<file path="src/rtl/cse_pkg.sv">
package cse_pkg;
  localparam int PW = 24;

  typedef enum logic [1:0] {S_IDLE, S_RUN, S_WAIT, S_EMIT} seq_state_t;

  // 13 parameters per weak classifier, 24 bits each
  typedef struct packed {
    logic [7:0][PW-1:0] corner_off;
    logic [1:0][PW-1:0] weight;
    logic [PW-1:0]      thr;
    logic [PW-1:0]      vote_lo;
    logic [PW-1:0]      vote_hi;
  } wc_param_t;

  function automatic wc_param_t wc_entry(input int k, input int img_w);
    wc_param_t p;
    int tl;
    for (int r = 0; r < 2; r++) begin
      tl = k + 2 * r;
      p.corner_off[4*r+0] = PW'(tl);
      p.corner_off[4*r+1] = PW'(tl + 2);
      p.corner_off[4*r+2] = PW'(tl + (2 + k) * img_w);
      p.corner_off[4*r+3] = PW'(tl + (2 + k) * img_w + 2);
    end
    p.weight[0] = PW'(1);
    p.weight[1] = PW'(-1);
    p.thr       = PW'(4 * k - 4);
    p.vote_lo   = PW'(-3);
    p.vote_hi   = PW'(k + 2);
    return p;
  endfunction

  function automatic logic signed [31:0] sext(input logic [PW-1:0] v);
    return {{(32-PW){v[PW-1]}}, v};
  endfunction

  // corners 1 and 2 subtract, corners 0 and 3 add
  function automatic logic signed [31:0] corner_term(input logic [1:0] c,
                                                      input logic signed [31:0] d);
    return (c == 2'd1 || c == 2'd2) ? -d : d;
  endfunction

  function automatic logic signed [31:0] weigh(input logic [PW-1:0] w,
                                                input logic signed [31:0] t);
    return sext(w) * t;
  endfunction

  function automatic logic signed [31:0] pick_vote(input logic signed [31:0] f,
                                                    input logic [PW-1:0] thr,
                                                    input logic [PW-1:0] lo,
                                                    input logic [PW-1:0] hi);
    return (f < sext(thr)) ? sext(lo) : sext(hi);
  endfunction
endpackage

</file>
<file path="src/rtl/cse_param_rom.sv">
module cse_param_rom
  import cse_pkg::*;
#(
  parameter int NWC   = 3,
  parameter int IMG_W = 32,
  parameter int IW    = 5
) (
  input  logic [IW-1:0] idx_a,
  input  logic [IW-1:0] idx_b,
  output logic [PW-1:0] off_a,
  output logic [PW-1:0] weight_b,
  output logic [PW-1:0] thr_b,
  output logic [PW-1:0] lo_b,
  output logic [PW-1:0] hi_b
);
  wc_param_t tbl [NWC];

  for (genvar g = 0; g < NWC; g++) begin : g_entry
    assign tbl[g] = wc_entry(g, IMG_W);
  end

  wc_param_t ent_a, ent_b;
  assign ent_a    = tbl[idx_a[IW-1:3]];
  assign ent_b    = tbl[idx_b[IW-1:3]];
  assign off_a    = ent_a.corner_off[idx_a[2:0]];
  assign weight_b = ent_b.weight[idx_b[2]];
  assign thr_b    = ent_b.thr;
  assign lo_b     = ent_b.vote_lo;
  assign hi_b     = ent_b.vote_hi;
endmodule

</file>
<file path="src/rtl/cse_seq.sv">
module cse_seq
  import cse_pkg::*;
#(
  parameter int AW    = 12,
  parameter int NREAD = 24,
  parameter int IW    = 5
) (
  input  logic          clk,
  input  logic          rst_n,
  input  logic          in_valid,
  input  logic [AW-1:0] in_addr,
  input  logic          in_eoi,
  input  logic          out_ready,
  input  logic          verdict_valid,
  input  logic          verdict_pass,
  input  logic [PW-1:0] corner_off,
  output logic          in_ready,
  output logic          start,
  output logic          rd_en,
  output logic [IW-1:0] rd_idx,
  output logic [AW-1:0] rd_addr,
  output logic          out_valid,
  output logic [AW-1:0] out_addr,
  output logic          done
);
  seq_state_t    state;
  logic [AW-1:0] base;
  logic [IW-1:0] idx;
  logic          eoi_pend;

  assign in_ready  = (state == S_IDLE);
  assign start     = in_valid && in_ready;
  assign rd_en     = (state == S_RUN);
  assign rd_idx    = idx;
  assign rd_addr   = base + corner_off[AW-1:0];
  assign out_valid = (state == S_EMIT);
  assign out_addr  = base;

  always_ff @(posedge clk) begin
    if (!rst_n) begin
      state    <= S_IDLE;
      base     <= '0;
      idx      <= '0;
      eoi_pend <= 1'b0;
      done     <= 1'b0;
    end else begin
      done <= 1'b0;
      if (in_eoi) eoi_pend <= 1'b1;
      case (state)
        S_IDLE: begin
          if (in_valid) begin
            base  <= in_addr;
            idx   <= '0;
            state <= S_RUN;
          end else if (eoi_pend) begin
            done     <= 1'b1;
            eoi_pend <= in_eoi;
          end
        end
        S_RUN: begin
          idx <= idx + 1'b1;
          if (idx == IW'(NREAD - 1)) state <= S_WAIT;
        end
        S_WAIT: if (verdict_valid) state <= verdict_pass ? S_EMIT : S_IDLE;
        S_EMIT: if (out_ready) state <= S_IDLE;
        default: state <= S_IDLE;
      endcase
    end
  end
endmodule

</file>
<file path="src/rtl/cse_accum.sv">
module cse_accum
  import cse_pkg::*;
#(
  parameter int NREAD   = 24,
  parameter int IW      = 5,
  parameter int SUM_THR = 2
) (
  input  logic          clk,
  input  logic          rst_n,
  input  logic          start,
  input  logic          rd_en,
  input  logic [IW-1:0] rd_idx,
  input  logic [31:0]   rd_data,
  input  logic [PW-1:0] weight,
  input  logic [PW-1:0] thr,
  input  logic [PW-1:0] vote_lo,
  input  logic [PW-1:0] vote_hi,
  output logic [IW-1:0] eval_idx,
  output logic          vote_fire,
  output logic          verdict_valid,
  output logic          verdict_pass
);
  localparam logic signed [31:0] THR_S = 32'(SUM_THR);

  logic                vld_d;
  logic [IW-1:0]       idx_d;
  logic signed [31:0]  feat, sum;
  logic signed [31:0]  fnext, sum_next;
  logic                last;

  assign eval_idx  = idx_d;
  assign fnext     = feat + weigh(weight, corner_term(idx_d[1:0], $signed(rd_data)));
  assign sum_next  = sum + pick_vote(fnext, thr, vote_lo, vote_hi);
  assign vote_fire = vld_d && (idx_d[2:0] == 3'd7);
  assign last      = (idx_d == IW'(NREAD - 1));

  always_ff @(posedge clk) begin
    if (!rst_n) begin
      vld_d         <= 1'b0;
      idx_d         <= '0;
      feat          <= '0;
      sum           <= '0;
      verdict_valid <= 1'b0;
      verdict_pass  <= 1'b0;
    end else begin
      vld_d         <= rd_en;
      idx_d         <= rd_idx;
      verdict_valid <= 1'b0;
      if (start) begin
        feat <= '0;
        sum  <= '0;
      end else if (vld_d) begin
        if (vote_fire) begin
          feat <= '0;
          sum  <= sum_next;
          if (last) begin
            verdict_valid <= 1'b1;
            verdict_pass  <= (sum_next >= THR_S);
          end
        end else begin
          feat <= fnext;
        end
      end
    end
  end
endmodule

</file>
<file path="src/rtl/cascade_stage_eval.sv">
module cascade_stage_eval
  import cse_pkg::*;
#(
  parameter int AW      = 12,
  parameter int IMG_W   = 32,
  parameter int NWC     = 3,
  parameter int SUM_THR = 2
) (
  input  logic          clk,
  input  logic          rst_n,
  input  logic          in_valid,
  output logic          in_ready,
  input  logic [AW-1:0] in_addr,
  input  logic          in_eoi,
  output logic          rd_en,
  output logic [AW-1:0] rd_addr,
  input  logic [31:0]   rd_data,
  output logic          out_valid,
  input  logic          out_ready,
  output logic [AW-1:0] out_addr,
  output logic          done
);
  localparam int NREAD = NWC * 8;
  localparam int IW    = $clog2(NREAD);

  logic          start;
  logic [IW-1:0] rd_idx, eval_idx;
  logic [PW-1:0] off_a, weight_b, thr_b, lo_b, hi_b;
  // named events for the checker
  logic          vote_fire, verdict_valid, verdict_pass;

  cse_param_rom #(.NWC(NWC), .IMG_W(IMG_W), .IW(IW)) u_rom (
    .idx_a(rd_idx), .idx_b(eval_idx), .off_a(off_a),
    .weight_b(weight_b), .thr_b(thr_b), .lo_b(lo_b), .hi_b(hi_b)
  );

  cse_seq #(.AW(AW), .NREAD(NREAD), .IW(IW)) u_seq (
    .clk(clk), .rst_n(rst_n), .in_valid(in_valid), .in_addr(in_addr),
    .in_eoi(in_eoi), .out_ready(out_ready), .verdict_valid(verdict_valid),
    .verdict_pass(verdict_pass), .corner_off(off_a), .in_ready(in_ready),
    .start(start), .rd_en(rd_en), .rd_idx(rd_idx), .rd_addr(rd_addr),
    .out_valid(out_valid), .out_addr(out_addr), .done(done)
  );

  cse_accum #(.NREAD(NREAD), .IW(IW), .SUM_THR(SUM_THR)) u_acc (
    .clk(clk), .rst_n(rst_n), .start(start), .rd_en(rd_en), .rd_idx(rd_idx),
    .rd_data(rd_data), .weight(weight_b), .thr(thr_b), .vote_lo(lo_b),
    .vote_hi(hi_b), .eval_idx(eval_idx), .vote_fire(vote_fire),
    .verdict_valid(verdict_valid), .verdict_pass(verdict_pass)
  );
endmodule

</file>
<file path="config.mk">
export PLATFORM = sky130hd
export DESIGN_NAME = cascade_stage_eval
export DESIGN_NICKNAME = d
export VERILOG_FILES = /design/src/rtl/cse_pkg.sv /design/src/rtl/cse_param_rom.sv /design/src/rtl/cse_seq.sv /design/src/rtl/cse_accum.sv /design/src/rtl/cascade_stage_eval.sv
export SDC_FILE = /design/constraint.sdc
export NUM_CORES = 1
export LEC_CHECK = 0
export BUFFER_PORTS_ARGS = -buffer_cell sky130_fd_sc_hd__buf_4
export CORE_MARGIN = 2
export CORE_UTILIZATION = 60
export CTS_CLUSTER_DIAMETER = 50
export DETAILED_ROUTE_END_ITERATION = 10
export HOLD_SLACK_MARGIN = 0.15
export PLACE_DENSITY = 0.87
export SLEW_MARGIN = 20
export SYNTH_ARGS = -nofsm -noshare
export SYNTH_HDL_FRONTEND = slang
export SYNTH_SLANG_ARGS = --single-unit
</file>
<file path="constraint.sdc">
create_clock -name clk -period 45.2 [get_ports clk]
set_input_delay 6.78 -clock clk [delete_from_list [all_inputs] [get_ports clk]]
set_output_delay 6.78 -clock clk [all_outputs]
set_load 0.03 [all_outputs]
</file>
# Word-level counts from Yosys, hierarchy flattened
# Index checks and enable logic that the tools add are counted.
# Widths: inputs -> output; s select.
[word_totals]
reg_bits = 93
out_inout_bits = 28
wordCells = 82
inputBits = 49
[classes]
n_bitwise = 7
order_cmp = 6
eq_ne = 12
mux = 27
multipliers = 1
addsub = 5
reduce_logical = 13
[op_table]
columns = ["cell", "n"]
rows = [
  ["$bmux 312 s2", 2],
  ["$mux 312", 2],
  ["$mux 120", 2],
  ["$mux 32", 3],
  ["$bmux 24 s3", 1],
  ["$add 32x32->32", 2],
  ["$mux 24", 2],
  ["$ge 32x3->1 const B", 1],
  ["$lt 32x24->1", 1],
  ["$mul 24x32->32", 1],
  ["$neg 32->32", 1],
  ["$add 12x12->12", 1],
  ["$mux 12", 1],
  ["$eq 5x5->1 const B", 2],
  ["$mux 2", 5],
  ["$pmux 5 s2", 1],
  ["$pmux 2 s4", 1],
  ["$reduce_and 4->1", 2],
  ["$eq 2x2->1 const B", 3],
  ["$ge 3x3->1 const B", 2],
  ["$mux 1", 6],
  ["$not 2->3", 2],
  ["$reduce_and 2->1", 3],
  ["$add 5x1->5 const B", 1],
  ["15 further kinds", 23],
]

# Depth between registers and ports, before layout
# Gate-level depths: netlist of the first run.
[logic_depth]
depth_word = 12
mapped_depth = 58
depth_no_buf = 55

# Hierarchy
# From an unflattened synthesis of the first run, not the netlist that was laid out.
[unflattened]
hier_cells = 2895
area_unflattened_um2 = 24214.5
[by_module_without_submodules]
columns = ["module", "area_per_inst_um2", "cells_each", "seq_area_each_um2", "n_inst"]
rows = [
  ["cse_accum", 21913.5, 2604, 1441.4, 1],
  ["cse_seq", 1382.6, 165, 420.4, 1],
  ["cse_param_rom", 918.4, 126, 0.0, 1],
]

# Worst setup path after synthesis of the first run
# No wires, ideal clock.
[synth_timing]
path_type = "input to register"
start = "in rd_data[0]"
end = "reg u_acc.sum[31]"
path_buffers = 5
slack_ns = 25.782
arrival_ns = 19.291
setup_ns = 0.128
required_time_ns = 45.072
cell_stages = 53
cell_sequence = "inv_1 ha_1 or3b_2 or2_2 or3_1 o41ai_1 xor2_1 nor2_1 and2_1 fa_1 inv_1 fa_1 fa_1 fa_1 inv_1 fa_1 fa_1 inv_1 [17 not listed] buf_6 nor2_2 inv_2 buf_2 buf_2 buf_2 ha_1 clkbuf_1 and2_1 or4_1 nor4b_1 a21oi_1 o31a_1 o221ai_1 mux2i_1 o21ai_0 xor2_1 nor2_1"
[synth_via]
elab_chain_cells = 7
[synth_rtl]
columns = ["element", "line", "source"]
rows = [
  ["from (decl)", "cascade_stage_eval.sv:17", "input logic [31:0] rd_data,"],
  ["$neg 32->32", "cse_pkg.sv:40", "return (c == 2'd1 || c == 2'd2) ? -d : d;"],
  ["$mux 32 (*)", "cse_pkg.sv:40", ""],
  ["$mul 24x32->32 (*)", "cse_pkg.sv:45", "return sext(w) * t;"],
  ["$add 32x32->32 (*)", "cse_accum.sv:32", "assign fnext = feat + weigh(weight, corner_term(idx_d[1:0], $signed(rd_data)));"],
  ["$lt 32x24->1 (*)", "cse_pkg.sv:52", "return (f < sext(thr)) ? sext(lo) : sext(hi);"],
  ["$mux 32 (*)", "cse_pkg.sv:52", ""],
  ["$add 32x32->32 (*)", "cse_accum.sv:33", "assign sum_next = sum + pick_vote(fnext, thr, vote_lo, vote_hi);"],
  ["to (signal assigned)", "cse_accum.sv:55", "sum <= sum_next;"],
  ["to (decl)", "cse_accum.sv:27", "logic signed [31:0] feat, sum;"],
]
# Every way passes the cells marked *; elsewhere a longest branch is shown, timed or not.
# A chain may end at the register's enable or synchronous reset.

# Worst setup path in the final report of the first run
[layout_timing]
start = "in rd_data[4]"
end = "reg u_acc.sum[31]"
# Same word-level chain as after synthesis.

==> run summary, run 1 <==
DP HPWL - 42,900 um
core box area - 30,700 um2
setup violators final - 0
initial core utilization - 0.613
Worst R2R Start - u_acc.eval_idx[3]
Sequential cell area - 1860 um2
GP Congestion - 0.988
crit path time final - 21,090 ps
status - finished, final reports clean
Setup Buffers After CTS - 0
Most Frequent Cell on Critical Path - fa_1
WP buf/inv - 6
fin crit share - 0.467
VDD IR max - 0.0314 mV
IO Pins - 77
share of post-route cells with drive strength above 1 - 0.0664
Routed Antenna Nets - 0
DRC marker count from the first detailed-route iteration - 1,167
unrepaired setup endpoints after global routing - no
largest net degree at the start of global routing - 70
CP Class - in -> reg
clock sinks - 93
vias per cell - 5.87
Die Y-Extent - 181 um
Crit. End Element - flip-flop
register-to-register setup slack - 30,360 ps
setup TNS - 0 ps
Mapped Area - 18,800 um2
total global routing overflow - 0
Leak Pwr - 9.97 nW
TritonCTS clock tree - done
Final Hold Viols - 0
Worst-Skew Late Latency - 360 ps
R2R depth - 45
Total Wirelength - 50,900 um
post-layout util - 0.650
CP Max Fanout - 32
Hold Crit Start - u_acc.sum[12]
Post-CTS Resized - 0
Die Area - 32,800 um2
Hold Path Stages - 2
Synth cell types - 90
Slew headroom - 0.303
Critical Path RT - 45,420 ps
register area share after synthesis - 0.0988
maximum clock rate - 47.4 MHz
DRC Markers - 0
Fin Clk Skew - 10.4 ps
Worst Setup Start Kind - primary input
clock-pin slew on the worst setup and hold paths - 70 ps
routed length per instance - 19.5 um
placed instance area - 19,700 um2
via count - 15,300
FP Rows - 64
cells after synthesis - 2,189
maxcap violations - 0
Hold Path End - u_acc.sum[12]
Area growth syn-to-layout - 6.01%
clock root cell - clkbuf_16
Clock Tree Buf Depth - 2
cell family with most CP delay - adder cells
initial antenna violation count - 4
largest stage delay on the critical path - 790 ps
final net count - 2,736
first-pass GRT wire length - 82,400 um
vias in the first global route - 15,700
post-synthesis register bit count - 93
count of pins over their slew limit - 0
Pwr per Cell Area - 15.2 nW/um2
Post-synth EDFFs - 0
CP Data Arrival Time - 21,320 ps
Least-Margin Pin Slew - 1030 ps
syn_area_per_cell - 8.61 um2
footprint of the multi-input gates - 14,900 um2
first-pass detailed-route iteration total - 5
H-tree depth - 3
number of fill cells in the layout - 2,501
I/O Buffers - 76
Post-Syn Nets - 2,716
CTS Buf Count - 9
final non-filler cell area - 20,000 um2
Overall Global Routing Usage - 0.319
die width - 181 um
Synth async-reset ratio - 0
Synth Flop Type - dfxtp_1
Synth Warn # - 0
hold_buf cts - 0
non-filler cells, final - 2,612
HP Class - reg -> reg
R2R Path End - u_acc.sum[31]
dpl cells - 2,594
critical path launch point - rd_data[4]
Critical Path Slowest Stage Cell - nor3_2
[cell type report]
| class | count | area share |
|---|---|---|
| multi-input cells | 1539 | 0.744 |
| diodes | 2 | 0.000251 |
| repair buffers | 85 | 0.0319 |
| well taps | 396 | 0.0248 |
| clock inverters | 6 | 0.00407 |
| flip-flops and latches | 93 | 0.0932 |
| clock buffers | 10 | 0.0115 |
| inverters | 481 | 0.0904 |
[synth_stat cells, types with 7 or more instances]
master | n | area share
nand4_1 | 18 | 0.0060
ha_1 | 178 | 0.12
o21ai_0 | 62 | 0.016
xnor2_1 | 83 | 0.039
dfxtp_1 | 93 | 0.099
nor2_1 | 146 | 0.029
nor3_1 | 27 | 0.0072
nand2_1 | 107 | 0.021
buf_1 | 7 | 0.0014
a21boi_0 | 22 | 0.0088
a21oi_1 | 107 | 0.028
inv_1 | 480 | 0.096
xor2_1 | 62 | 0.029
o21a_1 | 9 | 0.0036
o211ai_1 | 8 | 0.0032
nand3_1 | 41 | 0.011
o21bai_1 | 7 | 0.0028
or4_1 | 11 | 0.0044
nand2b_1 | 11 | 0.0037
o31ai_1 | 20 | 0.0080
mux2i_1 | 10 | 0.0053
buf_2 | 9 | 0.0024
or3_1 | 29 | 0.0096
a21o_1 | 25 | 0.010
and2_1 | 48 | 0.016
or2_2 | 13 | 0.0043
a31oi_1 | 8 | 0.0027
fa_1 | 300 | 0.32
nor4_1 | 13 | 0.0043
clkbuf_1 | 56 | 0.011
nor2b_1 | 41 | 0.014
and3_1 | 16 | 0.0053
[report_power, final]
group          leakage (nW)  internal (mW)  switching [mW]
sequential            0.753         0.0843         0.00275
combinational          9.07         0.0510          0.0839
clock                 0.150         0.0441          0.0379
[flip-flops by register name (all words and copies together) (netlist names), 2 cells and up]
| signal | cells |
|---|---|
| u_seq.rd_idx | 5 |
| u_acc.feat | 32 |
| u_seq.state | 2 |
| u_seq.out_addr | 12 |
| u_acc.sum | 32 |
| u_acc.eval_idx | 5 |
[per-stage QoR]
step                hold slack, ps  total power [mW]  setup slack, ps
finish                         468             0.304            24110
global route                   482             0.323            23190
CTS                            463             0.304            24130
detailed placement             452             0.221            23770
global placement               448             0.217            24200
floorplan                      441             0.186            25780
[cells in the final DEF (no fill, tap or decap), types with 27 or more instances in the layout]
cell,count
o21ai_0,62
nor3_1,27
fa_1,300
buf_4,85
and2_1,48
xnor2_1,83
or3_1,29
nand2_1,106
a21oi_1,107
nand3_1,41
inv_1,480
nor2_1,146
xor2_1,62
nor2b_1,41
dfxtp_1,93
ha_1,178
[metal layers]
metal / global-route usage / wire, um / vias to the layer above
met4: 0.0816 / 1250 / 4
met1: 0.424 / 21100 / 7565
met3: 0.0647 / 4070 / 97
met2: 0.537 / 24400 / 610
met5: 0 / 23 / -
li1: - / - / 7044
[logic make-up after synthesis]
group	count (synthesis)	share of synthesized area
buffers and inverters	557	0.113
muxes	11	0.00591
and+or+nand+nor	550	0.150
AOI/OAI and AO/OA	350	0.125
DFF	93	0.0988
adders and majority gates	482	0.439
xor gates and xnor gates	146	0.0687
[worst max-delay path by stage]
stage	end	slack (ps)	depth (start not counted)
after floorplan	u_acc.sum[31]	25780	53
after global placement	u_acc.verdict_pass	24200	50
after detailed placement	u_acc.verdict_pass	23770	50
after CTS	u_acc.verdict_pass	24130	50
after global routing	u_acc.sum[31]	23190	49
final	u_acc.sum[31]	24110	47
[worst reg2reg max path: cells and delay by family, from the launching register on]
family / cells / cell delay [ps]
adder cells (fa/ha/maj): 10 / 4470
AND/OR/NAND/NOR: 11 / 4030
AO/OA/AOI/OAI: 13 / 3100
buffers and inverters: 7 / 1710
XOR/XNOR: 3 / 690
flip-flops: 1 / 430
multiplexers: 1 / 310
Power figures use the tool's default switching activity.
==> inputs of run 2 (changes only) <==
CORE_UTILIZATION = 59   (was 60)
PLACE_DENSITY = 0.89   (was 0.87)
clock period = 17.01 ns   (was 45.2 ns; I/O delays follow)
==> run 2 against run 1 <==
Clock-buffer cell count shrank 1. Highest routed layer is now met4. Via count is essentially flat. Sequential cell count is the same. Critical path type unchanged. First-iteration DRC count grew 8.0%. Die area grew 1.7%. Clock power grew to 2.9 times the previous value.
==> run summary, run 2 (synthesized netlist as in run 1, its figures left out) <==
status - finished, final reports clean
Fin Clk Skew - 13.7 ps
Most Frequent Cell on Critical Path - fa_1
VDD IR max - 0.0565 mV
largest net degree at the start of global routing - 70
critical path launch point - rd_data[0]
TritonCTS clock tree - done
Least-Margin Pin Slew - 935 ps
first-pass detailed-route iteration total - 6
maxcap violations - 0
Leak Pwr - 10.0 nW
Die Y-Extent - 183 um
CP Data Arrival Time - 16,490 ps
vias per cell - 5.84
Worst-Skew Late Latency - 370 ps
number of fill cells in the layout - 2,584
CP Max Fanout - 6
HP Class - reg -> reg
Diodes inserted - 0
post-layout util - 0.638
IO Pins - 77
DRC Markers - 0
Pwr per Cell Area - 41.1 nW/um2
Critical Path Slowest Stage Cell - fa_1
hold_buf cts - 0
Total Wirelength - 50,200 um
clock root cell - clkbuf_16
initial antenna violation count - 0
Routed Antenna Nets - 0
DP HPWL - 42,700 um
routed length per instance - 19.1 um
commonest non-fill, non-tap cell in the layout - inv_1
Overall Global Routing Usage - 0.311
largest stage delay on the critical path - 670 ps
clock-pin slew on the worst setup and hold paths - 80 ps
clock sinks - 93
Final Hold Viols - 0
via count - 15,300
WP buf/inv - 7
fin crit share - 0.952
post-place setup slack - 360 ps
Hold Crit Start - u_acc.sum[27]
Worst Setup Start Kind - primary input
I/O Buffers - 76
maximum clock rate - 61.7 MHz
Final WS setup - 810 ps
setup TNS - 0 ps
Worst R2R Start - u_acc.eval_idx[3]
CP Class - in -> reg
GP Congestion - 0.987
Crit. End Element - flip-flop
commonest non-fill, non-tap cells in the layout - inv_1 (480), fa_1 (300), ha_1 (178), nor2_1 (145)
Post-CTS Resized - 0
CTS Buf Count - 9
initial core utilization - 0.599
Setup Buffers After CTS - 0
final net count - 2,744
Critical Path RT - 17,300 ps
die width - 183 um
count of pins over their slew limit - 0
Die Area - 33,400 um2
FP Rows - 65
Clock Tree Buf Depth - 2
cell family with most CP delay - adder cells
H-tree depth - 3
vias in the first global route - 15,500
Slew headroom - 0.374
first-pass GRT wire length - 81,100 um
unrepaired setup endpoints after global routing - no
setup violators final - 0
Area growth syn-to-layout - 6.59%
share of post-route cells with drive strength above 1 - 0.0729
crit path time final - 16,200 ps
DRC marker count from the first detailed-route iteration - 1,260
total global routing overflow - 0
core box area - 31,500 um2
-- run 2: changes by cell type in the layout (fill, tap and decap cells not counted), sizes merged --
cell,before,now
bufinv,1,2
clkinv,3,2
inv,483,484
clkbuf,10,9
diode,2,0
buf,85,93
-- run 2: worst paths after layout --
| check | to | cells after the start | slack, ps |
|---|---|---|---|
| max | u_acc.verdict_pass | 51 | 810 |
| min | u_acc.sum[27] | 2 | 460 |
| max reg2reg | u_acc.verdict_pass | 48 | 3160 |
| min reg2reg | u_acc.sum[27] | 2 | 460 |
-- run 2: cell type report --
cell class / count / area (um2) / share of cell area
Multi-Input combinational cell: 1539 / 14900 / 0.741
Sequential cell: 93 / 1860 / 0.0927
Inverter: 481 / 1810 / 0.0899
Timing Repair Buffer: 93 / 698 / 0.0348
Tap cell: 402 / 503 / 0.0250
Clock buffer: 9 / 225 / 0.0112
Clock inverter: 7 / 114 / 0.00567
-- run 2: worst min-delay path: cells and delay by family, from the launching register on --
| kind | cells | cell delay [ps] |
|---|---|---|
| flip-flops | 1 | 320 |
| AO/OA/AOI/OAI | 1 | 50 |
| AND/OR/NAND/NOR | 1 | 50 |
-- run 2: layer usage --
metal  vias up  track usage  part of all wire
met3        89       0.0503             0.069
met4         0       0.0871             0.030
met5         -            0                 0
met2       579        0.517              0.48
met1      7582        0.422              0.42
li1       7067            -                 -
-- run 2: power by group --
part	leakage, nW	internal [mW]	switching [mW]
sequential	0.753	0.224	0.00676
clock	0.165	0.133	0.105
combinational	9.11	0.137	0.220
total	10.0	0.494	0.332
-- run 2: through the flow --
step	hold slack, ps	instances	total power, mW	cell area, um2
finish	464	2624	0.826	20100
global route	498	2624	0.879	20100
CTS	467	2624	0.827	20100
detailed placement	457	2608	0.587	19700
global placement	450	2608	0.576	19700
floorplan	441	2189	0.494	18800
==> inputs of run 3 (changes only) <==
CORE_UTILIZATION = 60   (was 59)
CTS_BUF_LIST = sky130_fd_sc_hd__clkbuf_4 sky130_fd_sc_hd__clkbuf_8   (was not set)
PLACE_DENSITY = 0.9   (was 0.89)
==> run 3 against run 2 <==
Register-to-register slack worse by 550 ps. Utilization rose by 1.0 points. Critical path depth fell by 1. Fmax fell by 0.34%. Routed wire length increased by 0.69%. Non-clock buffer count fell by 1. Global-route usage up 0.42 points. Cell area is 0.75% lower. Critical endpoint is now u_acc.sum[31]. Largest cell class unchanged. Largest power group unchanged.
==> run summary, run 3 (synthesized netlist as in run 1, its figures left out) <==
status - finished, final reports clean
via count - 15,400
maximum clock rate - 61.5 MHz
setup violators final - 0
Design Power - 0.751 mW
routed length per instance - 19.3 um
Overall Global Routing Usage - 0.315
Worst-Skew Late Latency - 400 ps
DRC Markers - 0
first-pass detailed-route iteration total - 5
register-to-register setup slack - 2610 ps
clock-pin slew on the worst setup and hold paths - 110 ps
fin crit share - 0.956
clock sinks - 93
CTS Buf Count - 9
hold_buf cts - 0
Slew headroom - 0.290
FP Rows - 64
R2R depth - 46
unrepaired setup endpoints after global routing - no
reported net switching power - 0.331 mW
IO Pins - 77
final net count - 2,743
largest net degree at the start of global routing - 70
post-place setup slack - 142 ps
share of post-route cells with drive strength above 1 - 0.0716
non-filler cells, final - 2,617
Final Hold Viols - 0
Hold WS - 468 ps
clock network power share - 0.212
GR met3 Demand/Resource - 0.0645
Critical Path Slowest Stage Cell - fa_1
Leak Pwr - 9.96 nW
placed instance area - 19,700 um2
Hold Path Stages - 2
Area growth syn-to-layout - 5.79%
dpl cells - 2,601
Clock Tree Buf Depth - 2
final non-filler cell area - 19,900 um2
maxcap violations - 0
TritonCTS clock tree - done
Least-Margin Pin Slew - 1060 ps
Most Frequent Cell on Critical Path - fa_1
Routed Antenna Nets - 0
post-layout util - 0.648
CP Data Arrival Time - 16,510 ps
Logic pwr share - 0.481
DRC marker count from the first detailed-route iteration - 1,306
R2R Path End - u_acc.sum[31]
Crit. End Element - flip-flop
commonest non-fill, non-tap cells in the layout - inv_1 (480), fa_1 (300), ha_1 (178), nor2_1 (146)
Diodes inserted - 0
CP Class - in -> reg
Worst Setup Start Kind - primary input
Die Y-Extent - 181 um
VDD IR max - 0.0440 mV
Fin Clk Skew - 26.9 ps
H-tree depth - 3
crit path time final - 16,250 ps
Seq pwr share - 0.307
Die Area - 32,800 um2
initial antenna violation count - 0
switching share of power - 0.441
Total Wirelength - 50,600 um
commonest non-fill, non-tap cell in the layout - inv_1
vias per cell - 5.89
Int Pwr - 0.420 mW
vias in the first global route - 15,700
Pwr per Cell Area - 37.7 nW/um2
Hold Crit Start - u_acc.sum[0]
clock root cell - clkbuf_8
Critical Path RT - 17,270 ps
Top Usage Layer GRT - met2
core box area - 30,700 um2
met1 usage - 0.413
I/O Buffers - 76
initial core utilization - 0.613
Worst R2R Start - u_acc.eval_idx[3]
M2 GR Usage - 0.523
Hold Path End - u_acc.sum[0]
setup TNS - 0 ps
largest stage delay on the critical path - 670 ps
DP HPWL - 42,800 um
die width - 181 um
GP Congestion - 1.01
first-pass GRT wire length - 81,600 um
count of pins over their slew limit - 0
total global routing overflow - 0
Final WS setup - 756 ps
HP Class - reg -> reg
CP Max Fanout - 6
## run 3: worst max-delay path by stage
stage	slack, ps	cells past startpoint	to	from
after floorplan	1820	53	u_acc.sum[31]	rd_data[0]
after global placement	650	53	u_acc.verdict_pass	rd_data[0]
after detailed placement	140	53	u_acc.verdict_pass	rd_data[0]
after CTS	500	53	u_acc.verdict_pass	rd_data[0]
after global routing	140	50	u_acc.sum[31]	rd_data[0]
final	760	50	u_acc.sum[31]	rd_data[0]
## run 3: cell type report
class / instances / area [um2]
tap: 396 / 495
multi-input combinational: 1539 / 14900
clock buffer: 9 / 124
clock inverter: 7 / 80.1
fill: 2481 / 10800
sequential: 93 / 1860
timing repair buffer: 92 / 691
inverter: 481 / 1810
## run 3: worst max-delay path: cells and delay by family
family	cells	cell delay (ps)
AND/OR/NAND/NOR	12	3110
XOR/XNOR	3	610
AO/OA/AOI/OAI	16	4010
multiplexers	2	720
adder cells (fa/ha/maj)	11	5000
buffers and inverters	6	490
## run 3: metal layers
layer,vias to the layer above,part of all wire
li1,7070,-
met1,7505,0.40
met2,730,0.47
met3,113,0.087
met4,0,0.037
met5,-,0
## run 3: power groups by stage
stage	sequential [mW]	clock, mW	combinational, mW
2_1_floorplan	0.237	0	0.257
3_3_place_gp	0.235	0	0.342
3_5_place_dp	0.236	0	0.353
4_1_cts	0.231	0.163	0.356
5_1_grt	0.231	0.171	0.400
6_report	0.231	0.159	0.361
## run 3: timing repair
item / in CTS / in global routing
gates resized for setup: 0 / 5
setup endpoints to repair: 0 / 3
setup buffers: 0 / 0
